`config.mk`:
```
export PLATFORM = sky130hd
export DESIGN_NAME = instr_status_core
export DESIGN_NICKNAME = d
export VERILOG_FILES = /design/src/rtl/isr_pkg.sv /design/src/rtl/isr_edge_detect.sv /design/src/rtl/isr_event_group.sv /design/src/rtl/isr_service_req.sv /design/src/rtl/isr_regport.sv /design/src/rtl/instr_status_core.sv
export SDC_FILE = /design/constraint.sdc
export NUM_CORES = 1
export LEC_CHECK = 0
export CAP_MARGIN = 20
export CORE_AREA = 2 2 127 129
export CTS_CLUSTER_SIZE = 40
export DETAILED_ROUTE_END_ITERATION = 8
export DIE_AREA = 0 0 129 131
export PLACE_DENSITY = 0.84
export SLEW_MARGIN = 0
export SYNTH_ARGS = -nofsm -noshare
export SYNTH_HDL_FRONTEND = slang
export SYNTH_SLANG_ARGS = --single-unit
export TNS_END_PERCENT = 10
```
`constraint.sdc`:
```
create_clock -name clk -period 1.5 [get_ports clk]
set_input_delay 0.15 -clock clk [delete_from_list [all_inputs] [get_ports clk]]
set_output_delay 0.15 -clock clk [all_outputs]
set_load 0.01 [all_outputs]
```
`src/rtl/isr_pkg.sv`:
```
package isr_pkg;
    localparam int GRP_W  = 16;
    localparam int BYTE_W = 8;

    // status byte bit positions (decoded by the request logic)
    localparam int SB_MEAS = 0;
    localparam int SB_ERR  = 2;
    localparam int SB_QUES = 3;
    localparam int SB_MSG  = 4;
    localparam int SB_STD  = 5;
    localparam int SB_RQS  = 6;
    localparam int SB_OPER = 7;

    typedef enum logic [3:0] {
        SEL_OPER_COND = 4'd0,
        SEL_OPER_EVT  = 4'd1,
        SEL_OPER_EN   = 4'd2,
        SEL_MEAS_COND = 4'd3,
        SEL_MEAS_EVT  = 4'd4,
        SEL_MEAS_EN   = 4'd5,
        SEL_QUES_COND = 4'd6,
        SEL_QUES_EVT  = 4'd7,
        SEL_QUES_EN   = 4'd8,
        SEL_STD_EVT   = 4'd9,
        SEL_STD_EN    = 4'd10,
        SEL_SB_QUERY  = 4'd11,
        SEL_SB_POLL   = 4'd12,
        SEL_SRE       = 4'd13,
        SEL_CLEAR     = 4'd14,
        SEL_NONE      = 4'd15
    } reg_sel_e;

    typedef enum logic [1:0] {
        SRQ_QUIET    = 2'd0,
        SRQ_ASSERTED = 2'd1,
        SRQ_HELD     = 2'd2
    } srq_state_e;
endpackage

```
`src/rtl/isr_edge_detect.sv`:
```
module isr_edge_detect #(
    parameter int W = 16
) (
    input  logic         clk,
    input  logic         rst_n,
    input  logic [W-1:0] src,
    output logic [W-1:0] level_q,
    output logic [W-1:0] rise
);
    always_ff @(posedge clk or negedge rst_n) begin
        if (!rst_n) level_q <= '0;
        else        level_q <= src;
    end

    assign rise = src & ~level_q;
endmodule

```
`src/rtl/isr_event_group.sv`:
```
module isr_event_group #(
    parameter int           W         = 16,
    parameter logic [W-1:0] LIVE_MASK = '1
) (
    input  logic         clk,
    input  logic         rst_n,
    input  logic [W-1:0] set_vec,
    input  logic         evt_rd,
    input  logic         evt_clr_all,
    input  logic         en_wr,
    input  logic [W-1:0] en_wdata,
    output logic [W-1:0] evt_q,
    output logic [W-1:0] en_q,
    output logic         summary
);
    logic [W-1:0] kept;

    // a read or a global clear drops old bits; new sets always survive
    assign kept = (evt_rd || evt_clr_all) ? '0 : evt_q;

    always_ff @(posedge clk or negedge rst_n) begin
        if (!rst_n) evt_q <= '0;
        else        evt_q <= kept | (set_vec & LIVE_MASK);
    end

    always_ff @(posedge clk or negedge rst_n) begin
        if (!rst_n)     en_q <= '0;
        else if (en_wr) en_q <= en_wdata & LIVE_MASK;
    end

    assign summary = |(evt_q & en_q);
endmodule

```
`src/rtl/isr_service_req.sv`:
```
module isr_service_req
    import isr_pkg::*;
#(
    parameter int BW = 8
) (
    input  logic          clk,
    input  logic          rst_n,
    input  logic [BW-1:0] sb_base,
    input  logic          sre_wr,
    input  logic [BW-1:0] sre_wdata,
    input  logic          poll_rd,
    output logic [BW-1:0] sre_q,
    output logic          mss,
    output logic          rqs
);
    localparam logic [BW-1:0] RQS_BIT = BW'(1) << SB_RQS;

    srq_state_e state_q, state_d;

    always_ff @(posedge clk or negedge rst_n) begin
        if (!rst_n)      sre_q <= '0;
        else if (sre_wr) sre_q <= sre_wdata & ~RQS_BIT;
    end

    assign mss = |(sb_base & sre_q & ~RQS_BIT);

    always_ff @(posedge clk or negedge rst_n) begin
        if (!rst_n) state_q <= SRQ_QUIET;
        else        state_q <= state_d;
    end

    always_comb begin
        state_d = state_q;
        unique case (state_q)
            SRQ_QUIET:    if (mss) state_d = SRQ_ASSERTED;
            SRQ_ASSERTED: if (poll_rd) state_d = mss ? SRQ_HELD : SRQ_QUIET;
            SRQ_HELD:     if (!mss) state_d = SRQ_QUIET;
            default:      state_d = SRQ_QUIET;
        endcase
    end

    always_comb begin
        rqs = (state_q == SRQ_ASSERTED);
    end
endmodule

```
`src/rtl/isr_regport.sv`:
```
module isr_regport
    import isr_pkg::*;
#(
    parameter int NGRP = 3,
    parameter int W    = 16,
    parameter int BW   = 8
) (
    input  logic                     clk,
    input  logic                     rst_n,
    input  logic                     rd_en,
    input  logic [3:0]               sel,
    input  logic [NGRP-1:0][W-1:0]   grp_cond,
    input  logic [NGRP-1:0][W-1:0]   grp_evt,
    input  logic [NGRP-1:0][W-1:0]   grp_en,
    input  logic [BW-1:0]            std_evt,
    input  logic [BW-1:0]            std_en,
    input  logic [BW-1:0]            sre,
    input  logic [BW-1:0]            sb_base,
    input  logic                     mss,
    input  logic                     rqs,
    output logic [W-1:0]             rd_data
);
    logic [W-1:0] rd_next;

    always_comb begin
        rd_next = '0;
        case (reg_sel_e'(sel))
            SEL_OPER_COND: rd_next = grp_cond[0];
            SEL_OPER_EVT:  rd_next = grp_evt[0];
            SEL_OPER_EN:   rd_next = grp_en[0];
            SEL_MEAS_COND: rd_next = grp_cond[1];
            SEL_MEAS_EVT:  rd_next = grp_evt[1];
            SEL_MEAS_EN:   rd_next = grp_en[1];
            SEL_QUES_COND: rd_next = grp_cond[2];
            SEL_QUES_EVT:  rd_next = grp_evt[2];
            SEL_QUES_EN:   rd_next = grp_en[2];
            SEL_STD_EVT:   rd_next = W'(std_evt);
            SEL_STD_EN:    rd_next = W'(std_en);
            SEL_SB_QUERY:  rd_next = W'(sb_base | (BW'(mss) << SB_RQS));
            SEL_SB_POLL:   rd_next = W'(sb_base | (BW'(rqs) << SB_RQS));
            SEL_SRE:       rd_next = W'(sre);
            default:       rd_next = '0;
        endcase
    end

    always_ff @(posedge clk or negedge rst_n) begin
        if (!rst_n)     rd_data <= '0;
        else if (rd_en) rd_data <= rd_next;
    end
endmodule

```
`src/rtl/instr_status_core.sv`:
```
module instr_status_core
    import isr_pkg::*;
#(
    parameter int              G_W       = GRP_W,
    parameter int              B_W       = BYTE_W,
    parameter logic [BYTE_W-1:0] STD_LIVE = 8'hFD
) (
    input  logic           clk,
    input  logic           rst_n,
    input  logic [G_W-1:0] oper_cond_in,
    input  logic [G_W-1:0] meas_cond_in,
    input  logic [G_W-1:0] ques_cond_in,
    input  logic [B_W-1:0] std_evt_in,
    input  logic           msg_avail,
    input  logic           err_avail,
    input  logic [3:0]     reg_sel,
    input  logic [G_W-1:0] wr_data,
    input  logic           wr_en,
    input  logic           rd_en,
    output logic [G_W-1:0] rd_data,
    output logic           srq_out
);
    localparam int             NGRP     = 3;
    localparam logic [G_W-1:0] GRP_LIVE = {1'b0, {(G_W-1){1'b1}}};

    logic [NGRP-1:0][G_W-1:0] grp_src, grp_cond, grp_rise, grp_evt, grp_en;
    logic [NGRP-1:0]          grp_sum;
    logic [B_W-1:0]           std_evt, std_en, sre_q, sb_base;
    logic                     std_sum, mss, rqs, clr_all, poll_rd, std_rd, std_en_wr, sre_wr;

    assign grp_src[0] = oper_cond_in & GRP_LIVE;
    assign grp_src[1] = meas_cond_in & GRP_LIVE;
    assign grp_src[2] = ques_cond_in & GRP_LIVE;

    assign clr_all   = wr_en && (reg_sel == SEL_CLEAR);
    assign poll_rd   = rd_en && (reg_sel == SEL_SB_POLL);
    assign std_rd    = rd_en && (reg_sel == SEL_STD_EVT);
    assign std_en_wr = wr_en && (reg_sel == SEL_STD_EN);
    assign sre_wr    = wr_en && (reg_sel == SEL_SRE);

    for (genvar g = 0; g < NGRP; g++) begin : g_grp
        localparam logic [3:0] EVT_SEL = 4'(int'(SEL_OPER_EVT) + 3 * g);
        localparam logic [3:0] EN_SEL  = 4'(int'(SEL_OPER_EN) + 3 * g);

        isr_edge_detect #(.W(G_W)) u_edge (
            .clk     (clk),
            .rst_n   (rst_n),
            .src     (grp_src[g]),
            .level_q (grp_cond[g]),
            .rise    (grp_rise[g])
        );

        isr_event_group #(.W(G_W), .LIVE_MASK(GRP_LIVE)) u_grp (
            .clk         (clk),
            .rst_n       (rst_n),
            .set_vec     (grp_rise[g]),
            .evt_rd      (rd_en && (reg_sel == EVT_SEL)),
            .evt_clr_all (clr_all),
            .en_wr       (wr_en && (reg_sel == EN_SEL)),
            .en_wdata    (wr_data),
            .evt_q       (grp_evt[g]),
            .en_q        (grp_en[g]),
            .summary     (grp_sum[g])
        );
    end

    isr_event_group #(.W(B_W), .LIVE_MASK(STD_LIVE)) u_std (
        .clk         (clk),
        .rst_n       (rst_n),
        .set_vec     (std_evt_in),
        .evt_rd      (std_rd),
        .evt_clr_all (clr_all),
        .en_wr       (std_en_wr),
        .en_wdata    (wr_data[B_W-1:0]),
        .evt_q       (std_evt),
        .en_q        (std_en),
        .summary     (std_sum)
    );

    always_comb begin
        sb_base          = '0;
        sb_base[SB_MEAS] = grp_sum[1];
        sb_base[SB_ERR]  = err_avail;
        sb_base[SB_QUES] = grp_sum[2];
        sb_base[SB_MSG]  = msg_avail;
        sb_base[SB_STD]  = std_sum;
        sb_base[SB_OPER] = grp_sum[0];
    end

    isr_service_req #(.BW(B_W)) u_srq (
        .clk       (clk),
        .rst_n     (rst_n),
        .sb_base   (sb_base),
        .sre_wr    (sre_wr),
        .sre_wdata (wr_data[B_W-1:0]),
        .poll_rd   (poll_rd),
        .sre_q     (sre_q),
        .mss       (mss),
        .rqs       (rqs)
    );

    isr_regport #(.NGRP(NGRP), .W(G_W), .BW(B_W)) u_port (
        .clk      (clk),
        .rst_n    (rst_n),
        .rd_en    (rd_en),
        .sel      (reg_sel),
        .grp_cond (grp_cond),
        .grp_evt  (grp_evt),
        .grp_en   (grp_en),
        .std_evt  (std_evt),
        .std_en   (std_en),
        .sre      (sre_q),
        .sb_base  (sb_base),
        .mss      (mss),
        .rqs      (rqs),
        .rd_data  (rd_data)
    );

    assign srq_out = rqs;
endmodule

```
* Yosys cells after proc, flatten, opt, wreduce, memory -nomap -nowiden
Cells that the tools add are included.
Widths: inputs -> output; s select.
** Word-level totals
- Register bits :: 178
- Input port bits :: 82
- Output and inout bits :: 17
- Logic and storage cells :: 83
** Cells by class
- Equality and inequality tests :: 19
- Mux-type cells :: 10
- Bitwise logic cells :: 17
- Reductions and logical operators :: 23
** Operators by type and width (number)
- $pmux 16 s14 :: 1
- $and 16x15->16 :: 3
- $mux 16 :: 3
- $or 16x15->16 :: 3
- $reduce_or 16->1 :: 3
- $and 15x15->15 :: 3
- $not 15->15 :: 3
- $eq 4x4->1 const B :: 7
- $and 8x8->8 :: 2
- $eq 4x3->1 const B :: 4
- $or 8x7->8 :: 2
- $logic_and 1x1->1 :: 11
- $eq 4x2->1 const B :: 2
- $mux 2 :: 4
- $mux 8 :: 1
- $or 8x8->8 :: 1
- $reduce_or 8->1 :: 1
- $reduce_or 7->1 :: 1
- $pmux 2 s3 :: 1
- $eq 4x1->1 const B :: 1
- $logic_not 4->1 :: 1
- $logic_or 1x1->1 :: 4
- $ne 2x1->1 const B :: 2
- $reduce_and 3->1 :: 1
- 4 further kinds :: 4

* Depth between registers and ports, before layout
Gate-level depths: netlist (run 1).
- Word-level depth :: 7
- Mapped depth :: 9
- Gate-level depth less buffers :: 5

* Hierarchy
From an unflattened synthesis (run 1), not the netlist that was laid out.
** Unflattened totals
- Cells, all modules :: 685
- Area, all modules :: 8827.2 um^2
** Modules (own cells, without submodules)
- isr_event_group at g_grp[0].u_grp ... :: instances 3, cells an instance 76, area an instance 1188.6 um^2, seq. area each 750.7 um^2
- isr_regport :: instances 1, cells an instance 274, area an instance 2317.2 um^2, seq. area each 400.4 um^2
- isr_edge_detect :: instances 3, cells an instance 32, area an instance 620.6 um^2, seq. area each 400.4 um^2
- isr_event_group at u_std :: instances 1, cells an instance 37, area an instance 574.3 um^2, seq. area each 350.3 um^2
- isr_service_req :: instances 1, cells an instance 29, area an instance 390.4 um^2, seq. area each 225.2 um^2
- instr_status_core :: instances 1, cells an instance 21, area an instance 117.6 um^2, seq. area each 0.0 um^2

* Worst setup path before layout (run 1)
No wires, ideal clock.
- Path kind :: register to register
- Start :: register u_std.en_q[3]
- End :: register u_port.rd_data[6]
- Library setup time :: 0.126 ns
- Data arrival time :: 1.514 ns
- Data required time :: 1.374 ns
- Path slack :: -0.140 ns
- Cell stages (with the launch flop) :: 6
- Buffers on the path :: 0
- Clock period less this slack :: 1.640 ns
- Path through :: dfrtp_1 -> a222oi_1 -> nand3_1 -> a222oi_1 -> nand4_1 -> a221o_1
** On the way
- Longest elaborated chain between the ends :: 6
** RTL lines
- start, declared :: RTL line isr_event_group.sv:13 : output logic [W-1:0] en_q,
- start signal, assigned :: RTL line isr_event_group.sv:28 : else if (en_wr) en_q <= en_wdata & LIVE_MASK;
- $and 8x8->8 :: RTL line isr_event_group.sv:31 : assign summary = |(evt_q & en_q);
- $reduce_or 8->1 :: RTL line isr_event_group.sv:31
- $and 8x8->8 :: RTL line isr_service_req.sv:25 : assign mss = |(sb_base & sre_q & ~RQS_BIT);
- $reduce_or 7->1 :: RTL line isr_service_req.sv:25
- $or 8x7->8 :: RTL line isr_regport.sv:39 : SEL_SB_QUERY: rd_next = W'(sb_base | (BW'(mss) << SB_RQS));
- $pmux 16 s14 :: RTL line isr_regport.sv:27 : case (reg_sel_e'(sel))
- end signal, assigned :: RTL line isr_regport.sv:48 : else if (rd_en) rd_data <= rd_next;
- end, declared :: RTL line isr_regport.sv:21 : output logic [W-1:0] rd_data
No other way between the ends.
A chain may end at the register's enable or synchronous reset.

* Final worst setup path (run 1)
Ends and elaborated chain as after synthesis.

==> results of run 1 <==
==> placed cells by master (no fill, tap or decap), types with 3 or more instances in the layout <==
| cell | n |
|---|---|
| buf_4 | 175 |
| dfrtp_1 | 173 |
| clkdlybuf4s50_1 | 71 |
| inv_1 | 62 |
| mux2_2 | 62 |
| nand2_1 | 55 |
| o21ai_0 | 44 |
| a22oi_1 | 38 |
| a222oi_1 | 17 |
| clkbuf_16 | 17 |
| dlygate4sd2_1 | 16 |
| buf_12 | 16 |
| nand3_1 | 15 |
| a22o_1 | 14 |
| o21ai_1 | 10 |
| nor2b_1 | 9 |
| o22ai_1 | 8 |
| nor2_1 | 7 |
| a21o_1 | 7 |
| a221oi_2 | 6 |
| nand4_1 | 6 |
| buf_6 | 6 |
| a21oi_1 | 5 |
| a221oi_1 | 5 |
| and3_1 | 4 |
| a41o_1 | 4 |
| inv_6 | 4 |
| bufinv_16 | 4 |
| a32o_1 | 3 |
| nor4b_4 | 3 |
| a2bb2oi_1 | 3 |
| mux2i_1 | 3 |
| and4_1 | 3 |
| inv_8 | 3 |
| bufbuf_16 | 3 |
==> path summary, 6_finish.rpt <==
kind                                             from                         end  depth (start not counted)
max in group asynchronous                       rst_n     g_grp[0].u_grp.en_q[10]                          3
setup / recovery                        u_std.en_q[3]           u_port.rd_data[6]                          6
hold / removal                        meas_cond_in[9]  g_grp[1].u_edge.level_q[9]                          1
hold reg to reg            g_grp[2].u_edge.level_q[4]     g_grp[2].u_grp.evt_q[4]                          1
setup reg to reg                        u_std.en_q[3]           u_port.rd_data[6]                          6
min in group asynchronous                       rst_n              u_std.evt_q[4]                          3
==> Yosys cell counts, drive strengths merged, types with 4 or more instances <==
| library cell | instances | area (um^2) |
|---|---|---|
| a21o | 7 | 52.6 |
| nor4b | 5 | 95.1 |
| nand3 | 16 | 80.1 |
| a22o | 14 | 123 |
| mux2 | 62 | 698 |
| a41o | 4 | 40.0 |
| a32o | 4 | 40.0 |
| nand2 | 57 | 214 |
| and3 | 4 | 25.0 |
| a22oi | 40 | 300 |
| buf | 27 | 164 |
| inv | 62 | 233 |
| nor2b | 10 | 70.1 |
| a21oi | 5 | 25.0 |
| a2bb2oi | 4 | 35.0 |
| nand4 | 6 | 37.5 |
| nor2 | 7 | 26.3 |
| a221oi | 11 | 96.3 |
| o22ai | 10 | 75.1 |
| clkbuf | 10 | 37.5 |
| dfrtp | 173 | 4330 |
| o21ai | 57 | 293 |
| a222oi | 17 | 170 |
==> area by class of cell <==
type,count,area (um^2),share of cell area
sequential,173,4330,0.388
tap,216,270,0.0242
inverter,62,233,0.0209
clock buffer,18,429,0.0385
multi-input combinational,376,2980,0.267
timing repair buffer,292,2710,0.243
clock inverter,13,205,0.0184
==> registers in the layout, summed over array words and instances, names as in the netlist <==
signal	count
g_grp.u_grp.en_q	45
g_grp.u_edge.level_q	45
g_grp.u_grp.evt_q	45
u_srq.state_q	2
u_port.rd_data	15
u_srq.sre_q	7
u_std.evt_q	7
u_std.en_q	7
==> what timing repair did <==
| action | in CTS | in global routing |
|---|---|---|
| endpoints found under the setup margin | 106 | 54 |
| resized for setup | 42 | 17 |
| hold endpoints to repair | 173 | 0 |
| hold buffers | 1 | 0 |
| gates cloned | 3 | 0 |
| buffers inserted | 10 | 1 |
| pin swaps | 16 | 10 |
==> layer usage <==
layer | wire (um) | part of all wire | global-route usage | vias up
met5 | 0 | 0 | 0 | -
met3 | 2200 | 0.085 | 0.0729 | 114
li1 | - | - | - | 2930
met2 | 12400 | 0.48 | 0.526 | 420
met4 | 1470 | 0.057 | 0.186 | 0
met1 | 9760 | 0.38 | 0.382 | 3433
==> worst max-delay path: stages, from the launching register on <==
cell and delay, ps:
dfrtp_1 390, a222oi_1 360, buf_4 190, nand3_4 70, a222oi_1 230, nand4_1 220, a221o_1 380
==> power by group through the flow <==
stage | logic (W) | registers, W | clock network (W)
after global routing | 0.00316 | 0.00580 | 0.00504
after global placement | 0.00269 | 0.00576 | 0
after CTS | 0.00291 | 0.00573 | 0.00484
after detailed placement | 0.00278 | 0.00579 | 0
final | 0.00298 | 0.00575 | 0.00480
after floorplan | 0.00105 | 0.00572 | 0
==> stage by stage <==
| step | TNS (ps) | utilization |
|---|---|---|
| 2_1_floorplan | -234 | - |
| 3_3_place_gp | -59030 | 0.655 |
| 3_5_place_dp | -61890 | 0.655 |
| 4_1_cts | -1870 | 0.712 |
| 5_1_grt | -3130 | 0.715 |
| 6_report | -1920 | 0.715 |
==> logic make-up (layout without fill, tap and decap cells) <==
logic type	count (synthesis)	in the layout
other	1	1
muxes	66	66
and+or+nand+nor	125	125
AOI/OAI and AO/OA	184	184
buffers and inverters	99	385
DFF	173	173
==> metrics.txt, run 1 <==
Post-synth EDFFs 0; Lkg Pwr 5.25 nW; syn_nets 730; #FFs+latches synth 173; area grow syn2layout 46.2%; initial antenna violation count 1; P_int 0.00982 W; YS warnings 0; Post-Syn Instances 648; mux contribution to synthesized area 0.0985; all-layer global routing usage 0.317; clock network fraction of total power 0.355; final worst slack -458 ps; P_sw 0.00372 W; max cap viols 0; Core Rows 46; clk_skew 9.55 ps; Core Region 0.0156 mm^2; WL per Instance 22.4 um; final worst path period share 1.31; switching part of the total 0.275; dominant synthesized flop cell dfrtp_1; CTS tree done; failing checks negative setup slack; Setup violations, final 11; DR pass1 iterations 9; Hold Vio Cnt, Final 0; status complete, but fails checks; Adder-Cell Fraction of Synth Area 0; fin crit period 1960 ps; hold crit path type primary input to flip-flop; DRT iter0 DRCs ~930; routed wire length 25800 um; chip height 131 um; combinational share of power 0.220; Mapped Area between 0.007 and 0.008 mm^2; clk root buf clkbuf_16; Clock transition at path regs 70 ps; Fin Hold WS 176 ps; Seq/Total Area, Yosys 0.568; die area 0.0169 mm^2; post-synthesis simple-gate area fraction 0.0980; final net count 1004; Slew HR 0.552; Routed Antenna Nets 0; main combinational cell family by area after synthesis compound AO/OA/AOI/OAI gates; fin area 0.0112 mm^2; sequential share of power 0.425; FF-to-FF setup slack -460 ps; clk_lat worst skew about 440 ps; Sink Count 173; Worst-Margin Slew 672 ps; detailed-route via count 6897; WP data required 1820 ps; TritonCTS Buffers 17; gr ovfl total 0; XOR/XNOR share of the synthesized area 0; CP endpoint kind flip-flop; IO Count 99; largest net degree at the start of global routing 118; unrepaired setup endpoints after global routing true; pre-CTS setup slack -684 ps; DRC errors left 0; crit path kind flip-flop to flip-flop; Slew Limit Fails 0; DP Cell Count 1105; Inserted Diodes 0; share of post-route cells with drive strength above 1 0.354; Critical Path AT 2280 ps; Synth cell types 60; Filler cells 1023; CP max FO 2; Die Span X ~130 um; Initial Util 0.489; vias in the first global route 7161; Port Buffers 92; pwr dens 1210 mW/mm^2; total design power between 0.01 and 0.015 W; final cell count without fillers 1150; H-tree Lvls 4; vias per inst between 5 and 6; Worst setup SP type flip-flop; Async SR Flop Fraction 1.00; GP Congestion 0.943; Detailed Place HPWL 17600 um; DP Area roughly 0.01 mm^2; Synth Area in Compound Gates 0.178; first-pass GRT wire length 39200 um; syn avg cell area 11.8 um^2; Worst VDD drop 1.33 mV; fmax about 500 MHz; Longest Clk Path Bufs 2
No activity file was read; power rests on OpenSTA's default activity.
==> run 2: changes to the inputs <==
CELL_PAD_IN_SITES_DETAIL_PLACEMENT = 1   (was not set)
CELL_PAD_IN_SITES_GLOBAL_PLACEMENT = 2   (was not set)
CORE_AREA = 2 2 156 158   (was 2 2 127 129)
DIE_AREA = 0 0 158 160   (was 0 0 129 131)
PLACE_DENSITY = 0.83   (was 0.84)
==> metrics.txt, run 2 (synthesis results as in run 1) <==
fin crit period around 2100 ps; Slew Limit Fails 0; Critical Path AT 2430 ps; clk_skew 14.7 ps; TritonCTS Buffers 17; gr ovfl total 0; CP startpoint g_grp[2].u_grp.en_q[1]; max cap viols 0; WP data required ~1800 ps; final net count ~1.0k; sequential share of power 0.431; detailed-route via count 6691; Core Region 0.0238 mm^2; Routed Antenna Nets 0; Die Span X 158 um; CP endpoint kind flip-flop; final cell count without fillers 1276; DP Cell Count ~1.2k; Hold Vio Cnt, Final 0; Lkg Pwr about 5.3 nW; crit path kind flip-flop to flip-flop; area grow syn2layout 48.3%; FF-to-FF path depth 6; P_sw 0.00384 W; total design power approximately 0.013 W; total negative slack -2830 ps; vias in the first global route 7456; Setup violations, final 12; WL per Instance 23.0 um; GP Congestion about 0.86; clock network fraction of total power 0.344; RR Endpoint u_srq.state_q[0]; Largest regs g_grp.u_edge.level_q (45), g_grp.u_grp.en_q (45), g_grp.u_grp.evt_q (45); Port Buffers 92; pwr dens 1180 mW/mm^2; Critical Path Sink u_srq.state_q[0]; hold crit path type primary input to asynchronous set/reset pin; IO Count 99; Clock transition at path regs 70 ps; Longest Clk Path Bufs 2; fmax 477 MHz; CTS tree done; all-layer global routing usage 0.241; Detailed Place HPWL 21300 um; clk root buf clkbuf_16; combinational share of power 0.225; largest net degree at the start of global routing 43; DR pass1 iterations 5; share of post-route cells with drive strength above 1 0.364; routed wire length 29400 um; DRT iter0 DRCs 605; Core Rows 57; commonest cells after routing, fill and taps aside 194 x buf_4, 173 x dfrtp_1, 71 x clkdlybuf4s50_1, 62 x inv_1, 62 x mux2_2; CP max FO 2; most common cell after layout, fill and taps aside buf_4; failing checks negative setup slack; Sink Count roughly 170; vias per inst about 5.2; first-pass GRT wire length 44800 um; DRC errors left 0; H-tree Lvls 4; P_int 0.00952 W; final worst path period share 1.40; Filler cells 2604; final worst slack -597 ps; initial antenna violation count 0; status complete, but fails checks; unrepaired setup endpoints after global routing true; switching part of the total 0.287; chip height 160 um; Inserted Diodes 0; die area 0.0253 mm^2; Worst setup SP type flip-flop; Slew HR 0.651; FF-to-FF setup slack -600 ps; Worst-Margin Slew 523 ps; Initial Util 0.320; clk_lat worst skew 440 ps; Worst VDD drop about 0.62 mV; r2r startpoint g_grp[2].u_grp.en_q[1]
[run 2: cell types whose count changed in the layout (fill, tap and decap cells not counted), sizes merged, moves of 2 or more]
cell / previous run / this run
dlygate4sd2: 16 / 14
clkinv: 1 / 3
bufinv: 4 / 2
buf: 197 / 216
[run 2: final cells by class]
cell class,count,area (um^2),share of cell area
multi-input cells,376,2960,0.262
inverters,62,233,0.0206
repair buffers,309,2790,0.246
clock inverters,13,153,0.0135
flip-flops and latches,173,4330,0.383
well taps,324,405,0.0358
clock buffers,19,443,0.0392
[run 2: power by group through the flow]
stage | combinational, W | clock (W) | sequential (W)
2_1_floorplan | 0.00105 | 0 | 0.00572
3_3_place_gp | 0.00278 | 0 | 0.00578
3_5_place_dp | 0.00288 | 0 | 0.00582
4_1_cts | 0.00297 | 0.00467 | 0.00574
5_1_grt | 0.00322 | 0.00486 | 0.00582
6_report | 0.00300 | 0.00459 | 0.00576
[run 2: layer usage]
layer | track usage | vias up | wire [um]
met1 | 0.288 | 3464 | 11800
met2 | 0.420 | 204 | 15100
li1 | - | 2961 | -
met5 | 0 | - | 0
met4 | 0.0999 | 0 | 1120
met3 | 0.0505 | 62 | 1350
[run 2: timing repair]
item | CTS | global route
gates resized for setup | 44 | 14
hold buffers | 1 | 0
hold endpoints to repair | 173 | 0
endpoints found under the setup margin | 126 | 29
cloned | 2 | 0
pin swaps | 24 | 11
setup buffers | 19 | 0
[run 2: worst max-delay path: stages (launching register included)]
cell      delay (ps)
dfrtp_1          390
a222oi_1         530
nand3_1          250
o21ai_2          230
nand4_1          190
buf_4            200
o211a_1          200
[run 2: how the worst min path moves through the flow]
stage,cells past startpoint,start,slack (ps),endpoint
after floorplan,0,rst_n,-150,g_grp[0].u_edge.level_q[0]
after global placement,1,rst_n,50,g_grp[0].u_edge.level_q[1]
after detailed placement,1,rst_n,60,g_grp[1].u_grp.evt_q[3]
after CTS,2,rst_n,160,g_grp[1].u_edge.level_q[1]
after global routing,1,ques_cond_in[10],170,g_grp[2].u_edge.level_q[10]
final,2,rst_n,160,g_grp[1].u_edge.level_q[1]
[run 2: per-stage QoR]
step	utilization	setup slack (ps)	hold WS, ps	cell area (um^2)
detailed placement	0.437	-741	55.8	10400
CTS	0.473	-534	160	11300
global placement	0.437	-668	51.5	10400
global route	0.475	-575	166	11300
floorplan	-	-104	-146	7640
finish	0.475	-597	158	11300
==> run 3: changes to the inputs <==
MAX_ROUTING_LAYER = met4   (was not set)
==> metrics.txt, run 3 (synthesis results as in run 1) <==
Core Region 0.0238 mm^2; Hold Vio Cnt, Final 0; Routed Antenna Nets 0; most common cell after layout, fill and taps aside buf_4; Slew HR 0.665; CP endpoint kind flip-flop; routed wire length 29700 um; clk_lat worst skew roughly 440 ps; WP data required about 1800 ps; commonest cells after routing, fill and taps aside 188 x buf_4, 173 x dfrtp_1, 71 x clkdlybuf4s50_1, 62 x inv_1, 62 x mux2_2; clk root buf clkbuf_16; Critical Path AT 2330 ps; vias per inst 5.34; final worst path period share 1.33; largest net degree at the start of global routing 43; Die Span X 158 um; area grow syn2layout 47.9%; final cell count without fillers 1270; Largest regs g_grp.u_edge.level_q (45), g_grp.u_grp.en_q (45), g_grp.u_grp.evt_q (45); Inserted Diodes 0; Worst VDD drop slightly below 0.8 mV; WL per Instance 23.4 um; gr ovfl total 0; H-tree Lvls 4; DRC errors left 0; DP Cell Count about 1.2k; DRT iter0 DRCs 452; failing checks negative setup slack; Slew Limit Fails 0; Clock transition at path regs 70 ps; share of post-route cells with drive strength above 1 0.360; Fin Hold WS around 170 ps; unrepaired setup endpoints after global routing true; Sink Count 173; chip height ~160 um; detailed-route via count roughly 6.8k; Port Buffers 92; clk_skew 12.4 ps; hold crit path type primary input to flip-flop; status complete, but fails checks; Worst setup SP type flip-flop; initial antenna violation count 0; all-layer global routing usage 0.250; GP Congestion around 0.86; Longest Clk Path Bufs 2; pwr dens between 1000 and 1500 mW/mm^2; pre-CTS setup slack -722 ps; fin crit period 2000 ps; DR pass1 iterations 5; first-pass GRT wire length 45100 um; CP max FO 2; Setup violations, final 9; Core Rows 57; crit path kind flip-flop to flip-flop; Detailed Place HPWL 20900 um; CTS tree done; vias in the first global route 7346; Worst-Margin Slew 500 ps; IO Count 99; final net count 1015; final worst slack -497 ps; Lkg Pwr 5.28 nW; TritonCTS Buffers 17; Initial Util 0.320; max cap viols 0; fmax 501 MHz; die area 0.0253 mm^2
[run 3: per-layer routing]
layer / vias up / global-route usage / share of wire
li1: 2955 / - / -
met3: 84 / 0.0478 / 0.053
met5: - / - / 0
met2: 258 / 0.409 / 0.50
met1: 3487 / 0.299 / 0.40
met4: 0 / 0.113 / 0.041
[run 3: power by group]
group	internal [W]	switching (W)
Clock	0.00256	0.00199
Sequential	0.00529	0.000477
Combinational	0.00170	0.00132
Total	0.00954	0.00378
[run 3: worst paths after layout]
| path | start | endpoint | slack, ps | cells after the start |
|---|---|---|---|---|
| max reg2reg | u_std.en_q[3] | u_srq.state_q[0] | -500 | 6 |
| min reg2reg | g_grp[0].u_edge.level_q[11] | g_grp[0].u_grp.evt_q[11] | 450 | 1 |
| min in group asynchronous | rst_n | g_grp[0].u_edge.level_q[3] | 200 | 2 |
| min | meas_cond_in[0] | g_grp[1].u_edge.level_q[0] | 170 | 1 |
| max in group asynchronous | rst_n | g_grp[2].u_grp.evt_q[7] | 680 | 3 |
| max | u_std.en_q[3] | u_srq.state_q[0] | -500 | 6 |
[run 3: worst max-delay path, cell delays in order (launching register included)]
cell	delay (ps)
dfrtp_1	400
a222oi_1	430
nand3_1	230
a222oi_1	260
nand4_1	190
buf_4	190
o211a_1	190
[run 3: layout make-up]
| cell class | instances | area (um^2) |
|---|---|---|
| multi-input cells | 377 | 2960 |
| clock inverters | 12 | 136 |
| flip-flops and latches | 173 | 4330 |
| well taps | 324 | 405 |
| clock buffers | 20 | 457 |
| repair buffers | 302 | 2760 |
| inverters | 62 | 233 |
| fillers | 2595 | 12500 |
[run 3: per-stage QoR]
step	TNS [ps]	instance area, um^2	utilization	total power [W]
3_5_place_dp	-70100	10400	0.436	0.00868
5_1_grt	-3030	11300	0.474	0.0139
3_3_place_gp	-66360	10400	0.436	0.00856
2_1_floorplan	-234	7640	-	0.00678
6_report	-2180	11300	0.474	0.0133
4_1_cts	-2100	11300	0.472	0.0133
[run 3: what timing repair did]
item | 4_1_cts | 5_1_grt
gates resized for setup | 44 | 12
setup endpoints to repair | 130 | 51
setup buffers | 10 | 0
hold endpoints to repair | 39 | 0
hold buffers | 1 | 0
gates cloned | 5 | 0
pin swaps | 23 | 7
